<file path="src/rtl/tmr_bank_pkg.sv">
package tmr_bank_pkg;

  // access targets produced by the offset decoder
  typedef enum logic [1:0] {
    T_CHAN  = 2'd0,
    T_CTRL  = 2'd1,
    T_CTRL2 = 2'd2,
    T_BAD   = 2'd3
  } tgt_e;

  // per-channel register selector, taken from offset[3:2]
  typedef enum logic [1:0] {
    R_STAT    = 2'd0,
    R_RELOAD  = 2'd1,
    R_MATCH_A = 2'd2,
    R_MATCH_B = 2'd3
  } reg_e;

  localparam int OFS_W    = 12;
  localparam int CTL_BITS = 4;
  localparam int B_EN     = 0;
  localparam int B_EXT    = 1;
  localparam int B_OVF    = 2;
  localparam int B_PULSE  = 3;

  // 16-byte slot that holds the two control words
  localparam logic [7:0] CTRL_SLOT = 8'd3;

  // bit position of one control field of one channel
  function automatic int ctl_pos(input int ch, input int field);
    return ch * CTL_BITS + field;
  endfunction

endpackage

</file>
<file path="src/rtl/tmr_addr_dec.sv">
module tmr_addr_dec
  import tmr_bank_pkg::*;
#(
  parameter int N_CH = 8
) (
  input  logic [OFS_W-1:0]          offset_i,
  output tgt_e                      tgt_o,
  output logic [$clog2(N_CH)-1:0]   ch_o,
  output reg_e                      rsel_o
);
  localparam int CH_W = $clog2(N_CH);
  localparam logic [7:0] LAST_SLOT = 8'(N_CH);

  logic [7:0] slot;
  logic       unused_lsb;

  assign slot       = offset_i[OFS_W-1:4];
  assign unused_lsb = ^offset_i[1:0];
  assign rsel_o     = reg_e'(offset_i[3:2]);

  // slots below the control slot map straight to a channel, slots above it
  // are shifted down by one to skip the gap
  function automatic logic [CH_W-1:0] slot_to_ch(input logic [7:0] s);
    if (s < CTRL_SLOT) return CH_W'(s);
    return CH_W'(s - 8'd1);
  endfunction

  always_comb begin
    ch_o  = slot_to_ch(slot);
    tgt_o = T_BAD;
    if (slot < CTRL_SLOT) begin
      tgt_o = T_CHAN;
    end else if (slot == CTRL_SLOT) begin
      case (offset_i[3:2])
        2'd0:    tgt_o = T_CTRL;
        2'd1:    tgt_o = T_CTRL2;
        default: tgt_o = T_BAD;
      endcase
    end else if (slot <= LAST_SLOT) begin
      tgt_o = T_CHAN;
    end
  end

endmodule

</file>
<file path="src/rtl/tmr_ctrl_seq.sv">
module tmr_ctrl_seq
  import tmr_bank_pkg::*;
#(
  parameter int N_CH        = 8,
  parameter int PULSE_FIRST = 4,
  parameter int DW          = 32
) (
  input  logic            clk,
  input  logic            rst_n,
  input  logic            start_i,
  input  logic [DW-1:0]   word_i,
  output logic            busy_o,
  output logic            pulse_err_o,
  output logic [DW-1:0]   word_o,
  output logic [N_CH-1:0] en_o,
  output logic [N_CH-1:0] ext_o,
  output logic [N_CH-1:0] ovf_o,
  output logic [N_CH-1:0] pulse_o
);
  localparam int CW = CTL_BITS * N_CH;

  typedef enum logic [1:0] {PH_IDLE, PH_CFG, PH_ENA} ph_e;

  ph_e             ph;
  logic [CW-1:0]   pend_q;
  logic [N_CH-1:0] en_q, ext_q, ovf_q, pls_q;
  logic [N_CH-1:0] new_en, new_pls, low_mask;
  logic [N_CH-1:0] pend_en, pend_ext, pend_ovf, pend_pls;

  for (genvar i = 0; i < N_CH; i++) begin : g_fld
    assign new_en[i]   = word_i[ctl_pos(i, B_EN)];
    assign new_pls[i]  = word_i[ctl_pos(i, B_PULSE)];
    assign pend_en[i]  = pend_q[ctl_pos(i, B_EN)];
    assign pend_ext[i] = pend_q[ctl_pos(i, B_EXT)];
    assign pend_ovf[i] = pend_q[ctl_pos(i, B_OVF)];
    assign pend_pls[i] = pend_q[ctl_pos(i, B_PULSE)];
    assign word_o[i*CTL_BITS +: CTL_BITS] = {pls_q[i], ovf_q[i], ext_q[i], en_q[i]};
    if (i >= PULSE_FIRST) begin : g_pcap
      assign low_mask[i] = 1'b0;
      assign pulse_o[i]  = pls_q[i];
    end else begin : g_pnone
      assign low_mask[i] = 1'b1;
      assign pulse_o[i]  = 1'b0;
    end
  end

  if (CW < DW) begin : g_pad
    assign word_o[DW-1:CW] = '0;
  end

  assign busy_o      = (ph != PH_IDLE);
  assign pulse_err_o = start_i && |((new_pls ^ pls_q) & low_mask);
  assign en_o        = en_q;
  assign ext_o       = ext_q;
  assign ovf_o       = ovf_q;

  // step 1 at acceptance: drop enables; step 2: settings; step 3: raise enables
  always_ff @(posedge clk or negedge rst_n) begin
    if (!rst_n) begin
      ph     <= PH_IDLE;
      pend_q <= '0;
      en_q   <= '0;
      ext_q  <= '0;
      ovf_q  <= '0;
      pls_q  <= '0;
    end else begin
      unique case (ph)
        PH_IDLE: if (start_i) begin
          en_q   <= en_q & new_en;
          pend_q <= word_i[CW-1:0];
          ph     <= PH_CFG;
        end
        PH_CFG: begin
          ext_q <= pend_ext;
          ovf_q <= pend_ovf;
          pls_q <= pend_pls;
          ph    <= PH_ENA;
        end
        PH_ENA: begin
          en_q <= pend_en;
          ph   <= PH_IDLE;
        end
        default: ph <= PH_IDLE;
      endcase
    end
  end

  // an enable may fall only at the acceptance edge
  a_r6_fall_first: assert property (@(posedge clk) disable iff (!rst_n)
    (|($past(en_q) & ~en_q)) |-> $past(start_i));
  // an enable may rise only when leaving the last step
  a_r6_rise_last: assert property (@(posedge clk) disable iff (!rst_n)
    (|(~$past(en_q) & en_q)) |-> $past(ph == PH_ENA));
  // settings change only in the middle step
  a_r6_cfg_middle: assert property (@(posedge clk) disable iff (!rst_n)
    ({ext_q, ovf_q, pls_q} != $past({ext_q, ovf_q, pls_q})) |-> $past(ph == PH_CFG));
  // the sequence keeps the block busy for exactly two cycles
  a_r6_busy_two: assert property (@(posedge clk) disable iff (!rst_n)
    start_i |=> busy_o ##1 busy_o ##1 !busy_o);

endmodule

</file>
<file path="src/rtl/tmr_chan_regs.sv">
module tmr_chan_regs
  import tmr_bank_pkg::*;
#(
  parameter int N_CH = 8,
  parameter int DW   = 32
) (
  input  logic                    clk,
  input  logic                    rst_n,
  input  logic                    wr_i,
  input  logic [$clog2(N_CH)-1:0] ch_i,
  input  reg_e                    rsel_i,
  input  logic [DW-1:0]           wdata_i,
  input  logic [N_CH-1:0]         en_i,
  output logic [N_CH*DW-1:0]      reload_o,
  output logic [N_CH*DW-1:0]      match_a_o,
  output logic [N_CH*DW-1:0]      match_b_o,
  output logic [N_CH-1:0]         load_o,
  output logic [DW-1:0]           load_val_o
);
  localparam int CH_W = $clog2(N_CH);

  logic stat_wr;
  assign stat_wr = wr_i && (rsel_i == R_STAT);

  for (genvar i = 0; i < N_CH; i++) begin : g_ch
    logic          hit, ld_q;
    logic [DW-1:0] rl_q, ma_q, mb_q;

    assign hit = wr_i && (ch_i == CH_W'(i));

    always_ff @(posedge clk or negedge rst_n) begin
      if (!rst_n) begin
        rl_q <= '0;
        ma_q <= '0;
        mb_q <= '0;
        ld_q <= 1'b0;
      end else begin
        if (hit && rsel_i == R_RELOAD)  rl_q <= wdata_i;
        if (hit && rsel_i == R_MATCH_A) ma_q <= wdata_i;
        if (hit && rsel_i == R_MATCH_B) mb_q <= wdata_i;
        ld_q <= hit && (rsel_i == R_STAT) && en_i[i];
      end
    end

    assign reload_o[i*DW +: DW]  = rl_q;
    assign match_a_o[i*DW +: DW] = ma_q;
    assign match_b_o[i*DW +: DW] = mb_q;
    assign load_o[i]             = ld_q;

    // a load strobe only reaches a channel that was enabled
    a_r4_load_enabled: assert property (@(posedge clk) disable iff (!rst_n)
      ld_q |-> $past(en_i[i]));
  end

  always_ff @(posedge clk or negedge rst_n) begin
    if (!rst_n)       load_val_o <= '0;
    else if (stat_wr) load_val_o <= wdata_i;
  end

  // every strobe follows an accepted status write
  a_r4_load_follows_write: assert property (@(posedge clk) disable iff (!rst_n)
    (|load_o) |-> $past(stat_wr));

endmodule

</file>
<file path="src/rtl/tmr_reg_bank.sv">
module tmr_reg_bank
  import tmr_bank_pkg::*;
#(
  parameter int N_CH        = 8,
  parameter int PULSE_FIRST = 4,
  parameter int DW          = 32
) (
  input  logic                 clk,
  input  logic                 rst_n,
  input  logic                 req_valid,
  output logic                 req_ready,
  input  logic                 req_write,
  input  logic [OFS_W-1:0]     req_offset,
  input  logic [DW-1:0]        req_wdata,
  output logic                 rd_valid,
  output logic [DW-1:0]        rd_data,
  output logic                 err,
  input  logic [N_CH*DW-1:0]   ch_count,
  output logic [N_CH-1:0]      ch_enable,
  output logic [N_CH-1:0]      ch_ext_clk,
  output logic [N_CH-1:0]      ch_ovf_irq,
  output logic [N_CH-1:0]      ch_pulse,
  output logic [N_CH*DW-1:0]   ch_reload,
  output logic [N_CH*DW-1:0]   ch_match_a,
  output logic [N_CH*DW-1:0]   ch_match_b,
  output logic [N_CH-1:0]      ch_load,
  output logic [DW-1:0]        ch_load_value
);
  localparam int CH_W = $clog2(N_CH);

  tgt_e            tgt;
  reg_e            rsel;
  logic [CH_W-1:0] ch;
  logic            accept, busy, pulse_err, chan_wr, ctrl_start;
  logic [DW-1:0]   ctrl_word, ctrl2_q, rd_mux;

  assign req_ready  = !busy;
  assign accept     = req_valid && req_ready;
  assign chan_wr    = accept && req_write && (tgt == T_CHAN);
  assign ctrl_start = accept && req_write && (tgt == T_CTRL);

  tmr_addr_dec #(.N_CH(N_CH)) u_dec (
    .offset_i (req_offset),
    .tgt_o    (tgt),
    .ch_o     (ch),
    .rsel_o   (rsel)
  );

  tmr_ctrl_seq #(.N_CH(N_CH), .PULSE_FIRST(PULSE_FIRST), .DW(DW)) u_seq (
    .clk         (clk),
    .rst_n       (rst_n),
    .start_i     (ctrl_start),
    .word_i      (req_wdata),
    .busy_o      (busy),
    .pulse_err_o (pulse_err),
    .word_o      (ctrl_word),
    .en_o        (ch_enable),
    .ext_o       (ch_ext_clk),
    .ovf_o       (ch_ovf_irq),
    .pulse_o     (ch_pulse)
  );

  tmr_chan_regs #(.N_CH(N_CH), .DW(DW)) u_regs (
    .clk        (clk),
    .rst_n      (rst_n),
    .wr_i       (chan_wr),
    .ch_i       (ch),
    .rsel_i     (rsel),
    .wdata_i    (req_wdata),
    .en_i       (ch_enable),
    .reload_o   (ch_reload),
    .match_a_o  (ch_match_a),
    .match_b_o  (ch_match_b),
    .load_o     (ch_load),
    .load_val_o (ch_load_value)
  );

  always_comb begin
    rd_mux = '0;
    unique case (tgt)
      T_CHAN: begin
        unique case (rsel)
          R_STAT:    rd_mux = ch_count[ch*DW +: DW];
          R_RELOAD:  rd_mux = ch_reload[ch*DW +: DW];
          R_MATCH_A: rd_mux = ch_match_a[ch*DW +: DW];
          R_MATCH_B: rd_mux = ch_match_b[ch*DW +: DW];
          default:   rd_mux = '0;
        endcase
      end
      T_CTRL:  rd_mux = ctrl_word;
      T_CTRL2: rd_mux = ctrl2_q;
      default: rd_mux = '0;
    endcase
  end

  always_ff @(posedge clk or negedge rst_n) begin
    if (!rst_n) begin
      ctrl2_q  <= '0;
      rd_valid <= 1'b0;
      rd_data  <= '0;
      err      <= 1'b0;
    end else begin
      if (accept && req_write && tgt == T_CTRL2) ctrl2_q <= req_wdata;
      rd_valid <= accept && !req_write;
      if (accept && !req_write) rd_data <= rd_mux;
      err <= accept && ((tgt == T_BAD) || pulse_err);
    end
  end

  // an illegal access is flagged in the next cycle
  a_r9_bad_err: assert property (@(posedge clk) disable iff (!rst_n)
    (accept && tgt == T_BAD) |=> err);
  // an illegal read returns zero
  a_r9_bad_read_zero: assert property (@(posedge clk) disable iff (!rst_n)
    (accept && !req_write && tgt == T_BAD) |=> (rd_data == '0));
  // every accepted read is answered one cycle later
  a_r10_read_valid: assert property (@(posedge clk) disable iff (!rst_n)
    (accept && !req_write) |=> rd_valid);
  // the second control word leaves channel enables alone
  a_r8_ctrl2_inert: assert property (@(posedge clk) disable iff (!rst_n)
    (accept && req_write && tgt == T_CTRL2) |=> $stable(ch_enable));

endmodule

</file>
<file path="config.mk">
export PLATFORM = sky130hd
export DESIGN_NAME = tmr_reg_bank
export DESIGN_NICKNAME = d
export VERILOG_FILES = /design/src/rtl/tmr_bank_pkg.sv /design/src/rtl/tmr_addr_dec.sv /design/src/rtl/tmr_ctrl_seq.sv /design/src/rtl/tmr_chan_regs.sv /design/src/rtl/tmr_reg_bank.sv
export SDC_FILE = /design/constraint.sdc
export NUM_CORES = 2
export LEC_CHECK = 0
export BUFFER_PORTS_ARGS = -buffer_cell sky130_fd_sc_hd__buf_2
export CAP_MARGIN = 10
export CORE_AREA = 3 3 458 460
export CTS_CLUSTER_DIAMETER = 40
export DETAILED_ROUTE_END_ITERATION = 8
export DIE_AREA = 0 0 461 463
export SLEW_MARGIN = 20
export SYNTH_ARGS = -nofsm -noshare
export SYNTH_HDL_FRONTEND = slang
export SYNTH_HIERARCHICAL = 1
export SYNTH_SLANG_ARGS = --single-unit
export TNS_END_PERCENT = 100
</file>
<file path="constraint.sdc">
create_clock -name clk -period 3.1 [get_ports clk]
set_clock_uncertainty 0.2 [all_clocks]
set_input_delay 0.31 -clock clk [delete_from_list [all_inputs] [get_ports clk]]
set_output_delay 0.31 -clock clk [all_outputs]
set_load 0.03 [all_outputs]
</file>
==> flow_metrics.tcl <==
set metrics [dict create \
    portBuffers 1172 \
    max_cap_viol_count 0 \
    start_kind "primary input" \
    grt_max_degree 98 \
    reg2reg_depth 10 \
    antenna_left 0 \
    critPathMaxStageDelay_ns 0.57 \
    powerDensity_nw_per_um2 574 \
    drt_iter0_markers 3463 \
    worst_r2r_endpoint "u_regs/g_ch[7].mb_q[19]" \
    synth-edff-count 0 \
    cpLargestDelayFamily "simple AND/OR/NAND/NOR gates" \
    whs_ns 0.0546 \
    dp_hpwl_um 226000 \
    ys.flop_type "dfrtp_1" \
    p_leak_nw 33.9 \
    hold_violations 0 \
    setup_viol 0 \
    cp_slowest_cell "a211oi_1" \
    synth_common_cells "mux2_2 (1,039), dfrtp_1 (940), a221oi_1 (228), clkbuf_1 (130), nor2_1 (127)" \
    ys_types 77 \
    avgSynthCellArea_um2 13.8 \
    worst_ep_arrival_time_ns 3.53 \
    crit_fanout 19 \
    dieArea_um2 213000 \
    ys_seq_area_share_pct 51.6 \
    grt_use_total_pct 26.2 \
    vias_per_cell 5.04 \
    row_count 167 \
    cp-end-kind "flip-flop" \
    worstPathRequired_ns 3.56 \
    synth_most_common_cell "mux2_2" \
    area_delta_synth_final_pct 44.1 \
    wl_um 290000 \
    io_pins 1179 \
    cts.sinks 940 \
    cp_cell_sequence "buf_2, or4_4, or4_4, xnor2_2, buf_12, buf_12, buf_4, mux4_2, a211oi_1, o41ai_1" \
    synth_top_area_share_pct 51.6 \
    synth_seq_cells 940 \
    crit_type "primary input to flip-flop" \
    final_util_pct 31.8 \
    syn_area_um2 45500 \
    syn_inst 3296 \
    yosysWarnings 6 \
    worstHoldPathCells 3 \
    cts_tree "yes" \
    numCtsBuffers 177 \
    drcViolationCount 0 \
    clk_pin_slew_ns 0.05 \
    htreeDepth 4 \
    grt_pass1_vias 40100 \
    max_freq_ghz 0.326 \
    grt_pass1_wl_um 378000 \
    drive_above_1_share_pct 62.6 \
    ir_drop_mv 0.563 \
    wl_per_cell_um 37.5 \
    drt_pass1_iterations 7 \
    finalCritPeriodShare_pct 98.8 \
    fin_crit_ns 3.06 \
    nets 5148 \
    cp_num_buf_inv 4 \
    ff2ff_setup_slack_ns 0.22 \
    max-slew-margin-rel_pct 25.3 \
    grt_setup_unrepaired "no" \
    vias 38900 \
    holdPathEnd "u_regs/g_ch[6].mb_q[15]" \
    tightestPinTransition_ns 1.12 \
    synth_area_leaders "dfrtp_1 (52%), mux2_2 (26%), a221oi_1 (4.4%), mux4_2 (3.4%), mux2_1 (2.1%)" \
    start_util_pct 22.1 \
    drv_slew 0 \
    antenna_found_initial 45 \
    startpoint "req_offset[10]" \
    cts_buffer_depth 3 \
    rr_startpoint "u_seq/ph[1]" \
    gr-total-overflow 0 \
    synthArstFlopShare_pct 100 \
    core-area_um2 206000 \
    root_buffer "clkbuf_16" \
    min_path_type "primary input to flip-flop" \
    place.gp.congestion 0.927 \
    fp.dieH_um 463 \
    fp.dieW_um 461 \
    yosysTopAreaCell "dfrtp_1" \
    outcome "finished, final reports clean" \
    hp-start "req_wdata[15]" \
    clk_latency_ns 0.84 \
]
## registers in the layout (all words and copies together), names as in the netlist
| name | count |
|---|---|
| u_regs/g_ch.ma_q | 256 |
| u_regs/g_ch.mb_q | 256 |
| u_regs/g_ch.rl_q | 256 |
| ctrl2_q | 32 |
| rd_data | 32 |
| u_regs/load_val_o | 32 |
| u_seq/pend_q | 32 |
| u_regs/g_ch.ld_q | 8 |
| u_seq/en_o | 8 |
| u_seq/ext_o | 8 |
| u_seq/ovf_o | 8 |
| u_seq/pls_q | 8 |
| u_seq/ph | 2 |
| err | 1 |
| rd_valid | 1 |
## layout make-up
class	count	area (um2)
sequential	940	23500
tap	2704	3380
clock buffer	212	4790
fill	20700	141000
multi-input combinational	1972	20200
inverter	17	71.3
clock inverter	114	1650
antenna	33	82.6
timing repair buffer	1733	11900
## through the flow
step                      std cells  setup WS [ns]  total power, mW  area (um2)  setup TNS [ns]
after floorplan                3299        -0.0405             14.5       45600          -0.114
after global placement         7226          -1.62             17.0       57700         -521.94
after detailed placement       7227          -1.37             17.0       57700         -538.03
after CTS                      7692         0.0377             38.0       65500               0
after global routing           7713         0.0557             38.7       65600               0
final                          7725         0.0363             37.7       65600               0
## per-layer routing
layer | up-vias | global-route usage, % | part of all wire (%)
li1 | 15700 | - | -
met1 | 20500 | 30.3 | 38
met2 | 2201 | 43.6 | 48
met3 | 504 | 7.34 | 8.2
met4 | 10 | 14.4 | 6.0
met5 | - | 0 | 0.022
## worst reg2reg max path: cells and delay by family (launching register included)
family / cells / cell delay (ns)
buf+inv: 4 / 0.78
simple gates: 5 / 1.01
flops: 1 / 0.37
mux: 1 / 0.42
## layout by cell type (no fill, tap or decap), types with 58 or more instances in the layout
cell | netlist | final
buf_2 | 117 | 1170
mux2_2 | 1039 | 1039
dfrtp_1 | 940 | 940
buf_4 | 92 | 306
a221oi_1 | 228 | 226
clkbuf_16 | 0 | 177
dlygate4sd3_1 | 0 | 136
buf_12 | 0 | 117
nor2_1 | 127 | 114
mux2_1 | 86 | 86
mux4_2 | 69 | 69
o21ai_0 | 62 | 58
## worst max-delay path by stage
stage,end,slack (ns),cells past startpoint
2_1_floorplan,rd_data[29],-0.04,9
3_3_place_gp,rd_data[8],-1.62,10
3_5_place_dp,rd_data[15],-1.37,10
4_1_cts,rd_data[31],0.04,10
5_1_grt,rd_data[8],0.06,10
6_report,rd_data[31],0.04,10
## logic make-up after synthesis
family / count (synthesis) / synth area share [%]
other: 1 / 0.00823
buffers and inverters: 387 / 4.67
muxes: 1210 / 31.6
AOI/OAI and AO/OA: 466 / 8.71
xor gates and xnor gates: 5 / 0.0962
adders and majority gates: 3 / 0.0824
DFF: 940 / 51.6
and+or+nand+nor: 284 / 3.17
## where the power goes
part	internal (mW)	switching, mW
clock	13.1	7.55
combinational	1.49	2.72
sequential	12.5	0.240
## timing repair
action,CTS,global route
gates resized for setup,3,2
setup buffers,2,0
setup endpoints to repair,8,2
hold endpoints to repair,1021,0
hold buffers,137,0
(Power assumes the default switching activity.)
